===== config.mk =====
export PLATFORM = sky130hd
export DESIGN_NAME = tdm_tx
export DESIGN_NICKNAME = d
export VERILOG_FILES = /design/src/rtl/tdm_tx_pkg.sv /design/src/rtl/tdm_tx_clkgen.sv /design/src/rtl/tdm_tx_framer.sv /design/src/rtl/tdm_tx_serializer.sv /design/src/rtl/tdm_tx.sv
export SDC_FILE = /design/constraint.sdc
export NUM_CORES = 1
export LEC_CHECK = 0
export BUFFER_PORTS_ARGS = -buffer_cell sky130_fd_sc_hd__buf_2
export CAP_MARGIN = 20
export CORE_AREA = 2 2 84 166
export DETAILED_ROUTE_END_ITERATION = 8
export DIE_AREA = 0 0 86 168
export GPL_ROUTABILITY_DRIVEN = 0
export PLACE_DENSITY = 0.79
export SETUP_SLACK_MARGIN = 0.05
export SYNTH_ARGS = -nofsm -noshare
export SYNTH_HDL_FRONTEND = slang
export SYNTH_SLANG_ARGS = --single-unit

===== constraint.sdc =====
create_clock -name clk -period 4.4 [get_ports clk]
set_input_delay 0 -clock clk [delete_from_list [all_inputs] [get_ports clk]]
set_output_delay 0 -clock clk [all_outputs]
set_load 0.03 [all_outputs]

===== src/rtl/tdm_tx_pkg.sv =====
package tdm_tx_pkg;
  localparam int WORD_W    = 32;
  localparam int MAX_SLOTS = 32;
  localparam int IDX_W     = $clog2(WORD_W);
  localparam int SLOT_W    = $clog2(MAX_SLOTS);
  localparam int CNT_W     = IDX_W + 1;

  typedef struct packed {
    logic              valid;
    logic [IDX_W-1:0]  bidx;
    logic [SLOT_W-1:0] slot;
  } tdm_pos_t;

  // slot length in bits from the 4-bit code; codes below 3 act as 8 bits
  function automatic logic [CNT_W-1:0] slot_bits(input logic [3:0] code);
    logic [CNT_W-1:0] c;
    c = (code < 4'd3) ? CNT_W'(3) : CNT_W'({code[3:1], 1'b1});
    return (c + CNT_W'(1)) << 1;
  endfunction

  // slots per frame clamped to 2..MAX_SLOTS
  function automatic logic [CNT_W-1:0] eff_slots(input logic [8:0] f);
    if (f < 9'd2)                 return CNT_W'(2);
    else if (f > 9'(MAX_SLOTS))   return CNT_W'(MAX_SLOTS);
    else                          return f[CNT_W-1:0];
  endfunction

  // rotate right by 4*rot, then mask
  function automatic logic [WORD_W-1:0] rot_mask(input logic [WORD_W-1:0] w,
                                                 input logic [2:0] rot,
                                                 input logic [WORD_W-1:0] m);
    logic [2*WORD_W-1:0] d;
    d = {w, w} >> {rot, 2'b00};
    return d[WORD_W-1:0] & m;
  endfunction

  // bit of the slot word launched at position bidx
  function automatic logic pick_bit(input logic [WORD_W-1:0] w,
                                    input logic [IDX_W-1:0] bidx,
                                    input logic [CNT_W-1:0] len,
                                    input logic msb);
    logic [CNT_W-1:0] i;
    i = msb ? (len - CNT_W'(1) - {1'b0, bidx}) : {1'b0, bidx};
    return w[i[IDX_W-1:0]];
  endfunction
endpackage


===== src/rtl/tdm_tx_clkgen.sv =====
module tdm_tx_clkgen #(
  parameter int HCLK_DIV  = 2,
  parameter int BCLK_HALF = 1
) (
  input  logic clk,
  input  logic rst_n,
  input  logic hclk_run,
  input  logic bclk_run,
  input  logic bclk_inv,
  output logic bclk,
  output logic launch
);
  localparam int HW = (HCLK_DIV  > 1) ? $clog2(HCLK_DIV)  : 1;
  localparam int BW = (BCLK_HALF > 1) ? $clog2(BCLK_HALF) : 1;

  logic [HW-1:0] hcnt;
  logic [BW-1:0] bcnt;
  logic htick, toggle, raw;

  assign htick  = hclk_run && (hcnt == HW'(HCLK_DIV - 1));
  assign toggle = bclk_run && htick && (bcnt == BW'(BCLK_HALF - 1));
  assign launch = toggle && raw;
  assign bclk   = raw ^ bclk_inv;

  always_ff @(posedge clk or negedge rst_n) begin
    if (!rst_n) begin
      hcnt <= '0;
      bcnt <= '0;
      raw  <= 1'b1;
    end else begin
      if (!hclk_run || htick) hcnt <= '0;
      else                    hcnt <= hcnt + HW'(1);
      if (!bclk_run)          bcnt <= '0;
      else if (toggle)        bcnt <= '0;
      else if (htick)         bcnt <= bcnt + BW'(1);
      if (!bclk_run)          raw <= 1'b1;
      else if (toggle)        raw <= ~raw;
    end
  end


  bclk_idle_chk: assert property (@(posedge clk) disable iff (!rst_n)
    !bclk_run |=> (bclk == ~bclk_inv));

  launch_edge_chk: assert property (@(posedge clk) disable iff (!rst_n)
    launch |=> (bclk == bclk_inv));
endmodule


===== src/rtl/tdm_tx_framer.sv =====
module tdm_tx_framer
  import tdm_tx_pkg::*;
(
  input  logic             clk,
  input  logic             rst_n,
  input  logic             launch,
  input  logic             run,
  input  logic [CNT_W-1:0] slot_len,
  input  logic [CNT_W-1:0] n_slots,
  input  logic             fs_wide,
  input  logic             fs_inv,
  input  logic [1:0]       delay,
  output logic             fsync,
  output tdm_pos_t         dpos
);
  logic [IDX_W-1:0]  fbit;
  logic [SLOT_W-1:0] fslot;
  tdm_pos_t          cur, p1, p2;
  logic              last_bit, last_slot, fs_on;

  assign last_bit  = ({1'b0, fbit}  == slot_len - CNT_W'(1));
  assign last_slot = ({1'b0, fslot} == n_slots  - CNT_W'(1));
  assign fs_on     = (fslot == '0) && (fs_wide || fbit == '0);
  assign cur       = '{valid: run, bidx: fbit, slot: fslot};

  // data timeline trails the sync timeline by 0, 1 or 2 bits
  always_comb begin
    case (delay)
      2'd0:    dpos = cur;
      2'd1:    dpos = p1;
      default: dpos = p2;
    endcase
  end

  always_ff @(posedge clk or negedge rst_n) begin
    if (!rst_n) begin
      fbit  <= '0;
      fslot <= '0;
      p1    <= '0;
      p2    <= '0;
      fsync <= 1'b0;
    end else if (!run) begin
      fbit  <= '0;
      fslot <= '0;
      p1    <= '0;
      p2    <= '0;
      fsync <= fs_inv;
    end else if (launch) begin
      fsync <= fs_on ^ fs_inv;
      p1    <= cur;
      p2    <= p1;
      if (last_bit) begin
        fbit  <= '0;
        fslot <= last_slot ? '0 : fslot + SLOT_W'(1);
      end else begin
        fbit  <= fbit + IDX_W'(1);
      end
    end
  end


  slot_range_chk: assert property (@(posedge clk) disable iff (!rst_n)
    run |-> ({1'b0, fslot} < n_slots));

  fs_hold_chk: assert property (@(posedge clk) disable iff (!rst_n)
    !run |=> (fsync == $past(fs_inv)));
endmodule


===== src/rtl/tdm_tx_serializer.sv =====
module tdm_tx_serializer
  import tdm_tx_pkg::*;
(
  input  logic              clk,
  input  logic              rst_n,
  input  logic              launch,
  input  logic              ser_run,
  input  logic              sm_run,
  input  logic              wr_en,
  input  logic [WORD_W-1:0] wr_data,
  input  tdm_pos_t          dpos,
  input  logic [MAX_SLOTS-1:0] slot_en,
  input  logic [CNT_W-1:0]  slot_len,
  input  logic [2:0]        rot,
  input  logic [WORD_W-1:0] mask,
  input  logic              msb_first,
  output logic              sdata,
  output logic              ready,
  output logic              req,
  output logic              underrun
);
  logic              full, ready_d;
  logic [WORD_W-1:0] hold, cur_w, fresh;
  logic              slot_live, slot_head, load;

  assign slot_live = dpos.valid && slot_en[dpos.slot];
  assign slot_head = slot_live && (dpos.bidx == '0);
  assign fresh     = rot_mask(hold, rot, mask);
  assign load      = launch && slot_head && full && ser_run;
  assign ready     = ser_run && sm_run && !full;
  assign req       = ready && !ready_d;

  always_ff @(posedge clk or negedge rst_n) begin
    if (!rst_n) begin
      full     <= 1'b0;
      ready_d  <= 1'b0;
      hold     <= '0;
      cur_w    <= '0;
      sdata    <= 1'b0;
      underrun <= 1'b0;
    end else begin
      ready_d  <= ready;
      underrun <= 1'b0;
      if (!ser_run) begin
        full  <= 1'b0;
        cur_w <= '0;
        sdata <= 1'b0;
      end else begin
        if (wr_en) begin
          hold <= wr_data;
          full <= 1'b1;
        end else if (load) begin
          full <= 1'b0;
        end
        if (launch) begin
          if (!slot_live) begin
            sdata <= 1'b0;
          end else if (slot_head) begin
            if (full) begin
              cur_w <= fresh;
              sdata <= pick_bit(fresh, '0, slot_len, msb_first);
            end else begin
              cur_w    <= '0;
              sdata    <= 1'b0;
              underrun <= 1'b1;
            end
          end else begin
            sdata <= pick_bit(cur_w, dpos.bidx, slot_len, msb_first);
          end
        end
      end
    end
  end


  wr_clears_ready_chk: assert property (@(posedge clk) disable iff (!rst_n)
    (wr_en && ser_run && sm_run) |=> !ready);

  req_single_chk: assert property (@(posedge clk) disable iff (!rst_n)
    req |=> !req);

  underrun_zero_chk: assert property (@(posedge clk) disable iff (!rst_n)
    underrun |-> !sdata);

  idle_slot_chk: assert property (@(posedge clk) disable iff (!rst_n)
    (launch && !slot_live) |=> !sdata);
endmodule


===== src/rtl/tdm_tx.sv =====
module tdm_tx
  import tdm_tx_pkg::*;
#(
  parameter int HCLK_DIV  = 2,
  parameter int BCLK_HALF = 1
) (
  input  logic        clk,
  input  logic        rst_n,
  input  logic        hclk_run,
  input  logic        bclk_run,
  input  logic        ser_run,
  input  logic        sm_run,
  input  logic        fs_run,
  input  logic [3:0]  slot_code,
  input  logic [2:0]  rot_sel,
  input  logic [31:0] data_mask,
  input  logic        msb_first,
  input  logic [8:0]  slot_count,
  input  logic [31:0] slot_en,
  input  logic        fs_slot_wide,
  input  logic        fs_invert,
  input  logic [1:0]  data_delay,
  input  logic        bclk_invert,
  input  logic        wr_en,
  input  logic [31:0] wr_data,
  output logic        bclk,
  output logic        fsync,
  output logic        sdata,
  output logic        ready,
  output logic        req,
  output logic        underrun
);
  logic             launch, frame_run;
  logic [CNT_W-1:0] slot_len, n_slots;
  tdm_pos_t         dpos;

  assign frame_run = sm_run && fs_run;
  assign slot_len  = slot_bits(slot_code);
  assign n_slots   = eff_slots(slot_count);

  tdm_tx_clkgen #(.HCLK_DIV(HCLK_DIV), .BCLK_HALF(BCLK_HALF)) u_clk (
    .clk(clk), .rst_n(rst_n), .hclk_run(hclk_run), .bclk_run(bclk_run),
    .bclk_inv(bclk_invert), .bclk(bclk), .launch(launch));

  tdm_tx_framer u_frm (
    .clk(clk), .rst_n(rst_n), .launch(launch), .run(frame_run),
    .slot_len(slot_len), .n_slots(n_slots), .fs_wide(fs_slot_wide),
    .fs_inv(fs_invert), .delay(data_delay), .fsync(fsync), .dpos(dpos));

  tdm_tx_serializer u_ser (
    .clk(clk), .rst_n(rst_n), .launch(launch), .ser_run(ser_run),
    .sm_run(sm_run), .wr_en(wr_en), .wr_data(wr_data), .dpos(dpos),
    .slot_en(slot_en), .slot_len(slot_len), .rot(rot_sel), .mask(data_mask),
    .msb_first(msb_first), .sdata(sdata), .ready(ready), .req(req),
    .underrun(underrun));
endmodule


After elaboration in Yosys (flattened, before gate mapping)
Index checks and enable logic that the tools add are counted.
{"block": "totals", "register_bits": 104, "latchBits": 0, "mem_bits_rw": 0, "romBits": 0, "input_bits": 126, "output_inout_bits": 6, "elab_cells": 124, "n_memories": 0}
{"block": "op_classes", "add_sub_neg": 8, "n_mul": 0, "div_mod_pow": 0, "n_lt_le_gt_ge": 6, "n_eq_ne": 11, "n_shift": 1, "n_mux": 49, "bitwise_logic": 5, "reduce_logical": 26}
{"op": "$mux 32", "n": 5}
{"op": "$shr 64x5->32", "n": 1}
{"op": "$mux 5", "n": 9}
{"op": "$mux 11", "n": 4}
{"op": "$and 32x32->32", "n": 1}
{"op": "$mux 1", "n": 24}
{"op": "$pmux 11 s2", "n": 1}
{"op": "$lt 5x6->1 const B", "n": 3}
{"op": "$bmux 1 s5", "n": 3}
{"op": "$logic_not 5->1", "n": 3}
{"op": "$logic_and 1x1->1", "n": 14}
{"op": "$eq 5x6->1", "n": 2}
{"op": "$mux 6", "n": 2}
{"op": "$sub 6x1->6 const B", "n": 2}
{"op": "$add 5x1->5 const B", "n": 2}
{"op": "$ne 2x1->1 const B", "n": 5}
{"op": "$gt 9x6->1 const B", "n": 1}
{"op": "$lt 9x2->1 const B", "n": 1}
{"op": "$ne 3x1->1 const B", "n": 2}
{"op": "$add 4x1->5 const B", "n": 1}
{"op": "$sub 5x5->5", "n": 1}
{"op": "$lt 4x2->1 const B", "n": 1}
{"op": "$mux 4", "n": 1}
{"op": "$reduce_and 2->1", "n": 2}
{"op": "9 further kinds", "n": 15}

Depth between registers and ports, before layout
{"block": "depth", "ltp_word": 12, "mapped_depth": 15, "ltp_nobuf": 12}

Modules after synthesis
From an unflattened synthesis, not the netlist that was laid out.
{"block": "hier_totals", "hier_cells": 690, "area_unflattened_um2": 7721.2}
{"mod": "tdm_tx_serializer", "n_inst": 1, "cells_per_inst": 431, "area_each_um2": 5317.6, "seq_area_each_um2": 1701.6}
{"mod": "tdm_tx_framer", "n_inst": 1, "cells_per_inst": 229, "area_each_um2": 2143.3, "seq_area_each_um2": 825.8}
{"mod": "tdm_tx_clkgen", "n_inst": 1, "cells_per_inst": 12, "area_each_um2": 151.4, "seq_area_each_um2": 76.3}
{"mod": "tdm_tx", "n_inst": 1, "cells_per_inst": 18, "area_each_um2": 108.9, "seq_area_each_um2": 0.0}

Worst setup path before layout
Ideal clock, no wire load.
{"block": "synth_timing", "path_kind": "flip-flop to flip-flop", "start": "register u_frm.fbit[2]", "end": "register u_ser.sdata", "setup_ns": 0.110, "t_arrival_ns": 2.965, "required_time_ns": 4.290, "setup_slack_ns": 1.325, "path_stages_with_launch": 13, "n_path_buf": 1, "period_less_slack_ns": 3.075, "cell_sequence": "dfrtp_1 > clkbuf_1 > mux2_2 > mux2i_1 > ha_1 > o21a_1 > or3_1 > a21boi_0 > xor2_1 > o311ai_0 > o22ai_1 > nor4_1 > o41ai_1"}
{"block": "synth_between", "elab_chain_cells": 9, "word_cells_on_any_way": 11, "cone_classes": "add/sub (1); mux (8); reduce/logical (2)"}
{"element": "start, declared", "line_no": "tdm_tx_framer.sv:16", "rtl": "logic [IDX_W-1:0] fbit;"}
{"element": "start signal, assigned", "line_no": "tdm_tx_framer.sv:56", "rtl": "fbit <= fbit + IDX_W'(1);"}
{"element": "$pmux 11 s2 *", "line_no": "tdm_tx_framer.sv:28", "rtl": "case (delay)"}
{"element": "$sub 5x5->5", "line_no": "tdm_tx_pkg.sv:43", "rtl": "i = msb ? (len - CNT_W'(1) - {1'b0, bidx}) : {1'b0, bidx};"}
{"element": "$mux 5", "line_no": "tdm_tx_pkg.sv:43"}
{"element": "$bmux 1 s5", "line_no": "tdm_tx_pkg.sv:44", "rtl": "return w[i[IDX_W-1:0]];"}
{"element": "$mux 1 (implied by the code)", "line_no": "tdm_tx_pkg.sv:44"}
{"element": "$mux 1 *", "line_no": "tdm_tx_serializer.sv:58", "rtl": "end else if (slot_head) begin"}
{"element": "$mux 1 *", "line_no": "tdm_tx_serializer.sv:56", "rtl": "if (!slot_live) begin"}
{"element": "$mux 1 *", "line_no": "tdm_tx_serializer.sv:55", "rtl": "if (launch) begin"}
{"element": "$mux 1 *", "line_no": "tdm_tx_serializer.sv:44", "rtl": "if (!ser_run) begin"}
{"element": "end signal, assigned", "line_no": "tdm_tx_serializer.sv:61", "rtl": "sdata <= pick_bit(fresh, '0, slot_len, msb_first);"}
{"element": "end signal, assigned", "line_no": "tdm_tx_serializer.sv:68", "rtl": "sdata <= pick_bit(cur_w, dpos.bidx, slot_len, msb_first);"}
{"element": "end, declared", "line_no": "tdm_tx_serializer.sv:17", "rtl": "output logic sdata,"}
Mark *: on every way between the ends. The rest lies on a longest branch, timed or not. The select of a mux whose other input is x is not followed.
A chain may end at the register's enable or synchronous reset.

Final worst setup path
Same ends and word-level chain as after synthesis.

==> flow_metrics.tcl <==
set metrics [dict create \
    status "complete, no violations" \
    cp_slowest_cell "dfrtp_1" \
    die_x_um 86 \
    num_vias 6706 \
    setup_viol 0 \
    worstSetupEndpointType "flip-flop" \
    insertion_delay_ns 0.35 \
    ctsResizeCount 0 \
    ioPinCount 132 \
    area_growth_pct 22.3 \
    ant_nets 0 \
    routed_wl_mm 20.4 \
    postLayoutCoreUtil_pct 67.2 \
    fin_total_pwr_uw 2450 \
    ys.flop_type "dfrtp_1" \
    drv_slew 0 \
    root_buffer "clkbuf_16" \
    place_area_um2 7940 \
    drive_above_1_share_pct 29.0 \
    final_nets 1036 \
    crit_buf_inv 0 \
    netlist_area_um2 7300 \
    period_minus_slack_ns 3.55 \
    rows 60 \
    synth.area.top_cells "dfrtp_1 35%, mux2_2 12%, mux2i_1 9.7%, mux4_2 7.4%, nand2_1 5.8%" \
    initial_core_util_pct 54.9 \
    core_region_area_um2 13300 \
    grt_usage_pct 28.5 \
    h-tree-depth 3 \
    grt_pass1_vias 6561 \
    whs_ns 0.162 \
    max_stage_delay_ns 0.49 \
    critical_path_class "reg2reg" \
    final_cell_mix "129 x buf_2, 113 x nand2_1, 103 x dfrtp_1" \
    yosysWarnings 0 \
    overflow 0 \
    port_buffers 130 \
    cts_tree "done" \
    power_density_nw_per_um2 275 \
    cp.required_ns 4.64 \
    die-height_um 168 \
    setup_tns_ns 0 \
    syn_avg_cell_area_um2 9.81 \
    drt-pass1-iter-count 5 \
    worstSetupStartpointType "flip-flop" \
    avgRoutedWirePerCell_um 19.2 \
    min_path_type "in2reg" \
    antenna_found_initial 0 \
    arrival_ns 3.79 \
    fin_area_um2 8930 \
    grt_start_max_net_pins 69 \
    synth_nets 877 \
    cts_num_sinks 104 \
    numCtsBuffers 9 \
    die_area_um2 14400 \
    crit_family "compound AO/OA/AOI/OAI gates" \
    hpwl_mm 13.1 \
    cp_max_fo 8 \
    hold_violations 0 \
    initialDrtViolationCount 805 \
    nFillCells 963 \
    max_cap_viol_count 0 \
    post_cts_buffers 0 \
    syn_inst 744 \
    grt_pass1_wl_mm 32.9 \
    synthDistinctLibCells 60 \
    synth_top_cell_by_area "dfrtp_1" \
    fin_worst_skew_ns 0.0103 \
    synthArstFlopShare_pct 100 \
    ys_seq_elements 104 \
    yosysSeqAreaShare_pct 35.7 \
    leakage_uw 0.00370 \
    yosys.area.top_type_share_pct 35.3 \
    drc_errors 0 \
    rsz0062_at_grt "false" \
    fmax_mhz 282 \
    slew_headroom_pct 36.0 \
    clk_pin_slew_worst_paths_ns 0.07 \
    synth_edf_count 0 \
    path_cells "mux2_2, mux2i_1, ha_1, o21a_1, or3_1, a21boi_0, xor2_1, o311ai_0, o22ai_1, nor4_1, o41ai_1" \
    antenna_cells 0 \
    worst_pin_slew_ns 0.951 \
    vdd_drop_max_mv 0.214 \
    clockBufferDepth 2 \
    routed_via_density 6.31 \
    final_common_cell "buf_2" \
    fin_crit_sh_pct 80.6 \
]
==> worst min-delay path, stage by stage <==
cell and delay, ns:
buf_2 0.11, nand2b_1 0.06, o32ai_1 0.12, nand3_1 0.11, mux2i_1 0.07
==> logic make-up (layout without fill, tap and decap cells) <==
kind of cell | count (synthesis) | in the layout | synth area share, %
XOR/XNOR | 17 | 17 | 2.04
buffers and inverters | 72 | 236 | 4.44
flip-flops | 104 | 104 | 35.7
multiplexers | 176 | 176 | 30.1
AO/OA/AOI/OAI | 126 | 126 | 10.8
AND/OR/NAND/NOR | 242 | 242 | 15.8
adder cells (fa/ha/maj) | 7 | 7 | 1.20
==> synth_stat cells, drive strengths merged (2+ instances only) <==
cell,n
nand2,114
dfrtp,103
mux2,79
mux2i,71
a21oi,40
nand4,36
clkbuf,35
o21ai,34
nor2,27
mux4,26
buf,23
nand3,19
inv,14
nor3,12
o211ai,11
xor2,9
xnor2,8
a211oi,7
ha,7
nand2b,7
nor2b,7
nor4,5
o22ai,5
and3,4
o21a,4
o311ai,4
a21boi,3
o41ai,3
a2111oi,2
a311o,2
and4,2
nor4b,2
o2111ai,2
or3,2
or3b,2
==> worst paths after layout <==
| kind | start | endpoint | cells after the start | slack [ns] |
|---|---|---|---|---|
| max | u_frm.fbit[2] | u_ser.sdata | 11 | 0.85 |
| min | data_mask[7] | u_ser.cur_w[7] | 5 | 0.16 |
| max reg2reg | u_frm.fbit[2] | u_ser.sdata | 11 | 0.85 |
| min reg2reg | u_clk.hcnt | u_clk.hcnt | 1 | 0.45 |
| max in group asynchronous | rst_n | u_frm.p1[9] | 3 | 3.04 |
| min in group asynchronous | rst_n | u_frm.p2[1] | 2 | 0.29 |
==> report_power, final <==
group          switching (uW)  leakage, uW  internal, uW  total [uW]
clock network             384     0.000145           408         791
registers                45.1      0.00137          1000        1050
logic                     310      0.00218           303         614
==> cell type report <==
cell class	instances	area [um2]	share of cell area (%)
clock buffer	10	239	2.68
clock inverter	6	51.3	0.575
inverter	14	52.6	0.589
multi-input combinational	568	4370	49.0
sequential	104	2600	29.2
tap	155	194	2.17
timing repair buffer	206	1410	15.8
==> stage by stage <==
step           setup WS, ns  cells
6_report              0.853   1063
5_1_grt               0.693   1063
2_1_floorplan          1.32    744
3_3_place_gp           1.01    977
3_5_place_dp           1.00    978
4_1_cts               0.947   1062
==> sequential cells by signal, summed over array words and instances (netlist names), 5 cells and up <==
| signal | cells |
|---|---|
| u_frm.p1 | 11 |
| u_ser.cur_w | 32 |
| u_frm.fslot | 5 |
| u_ser.hold | 32 |
| u_frm.fbit | 5 |
| u_frm.p2 | 11 |
==> metal layers <==
metal	GRT usage, %	wire length (um)
met4	14.0	909
met3	4.36	1150
met2	48.1	10600
met1	35.0	7800
met5	0	0
==> timing repair <==
item                                    4_1_cts  5_1_grt
hold buffers                                 68        0
endpoints found under the hold margin       133        0
endpoints found under the setup margin        0        0
Power figures use the tool's default switching activity.
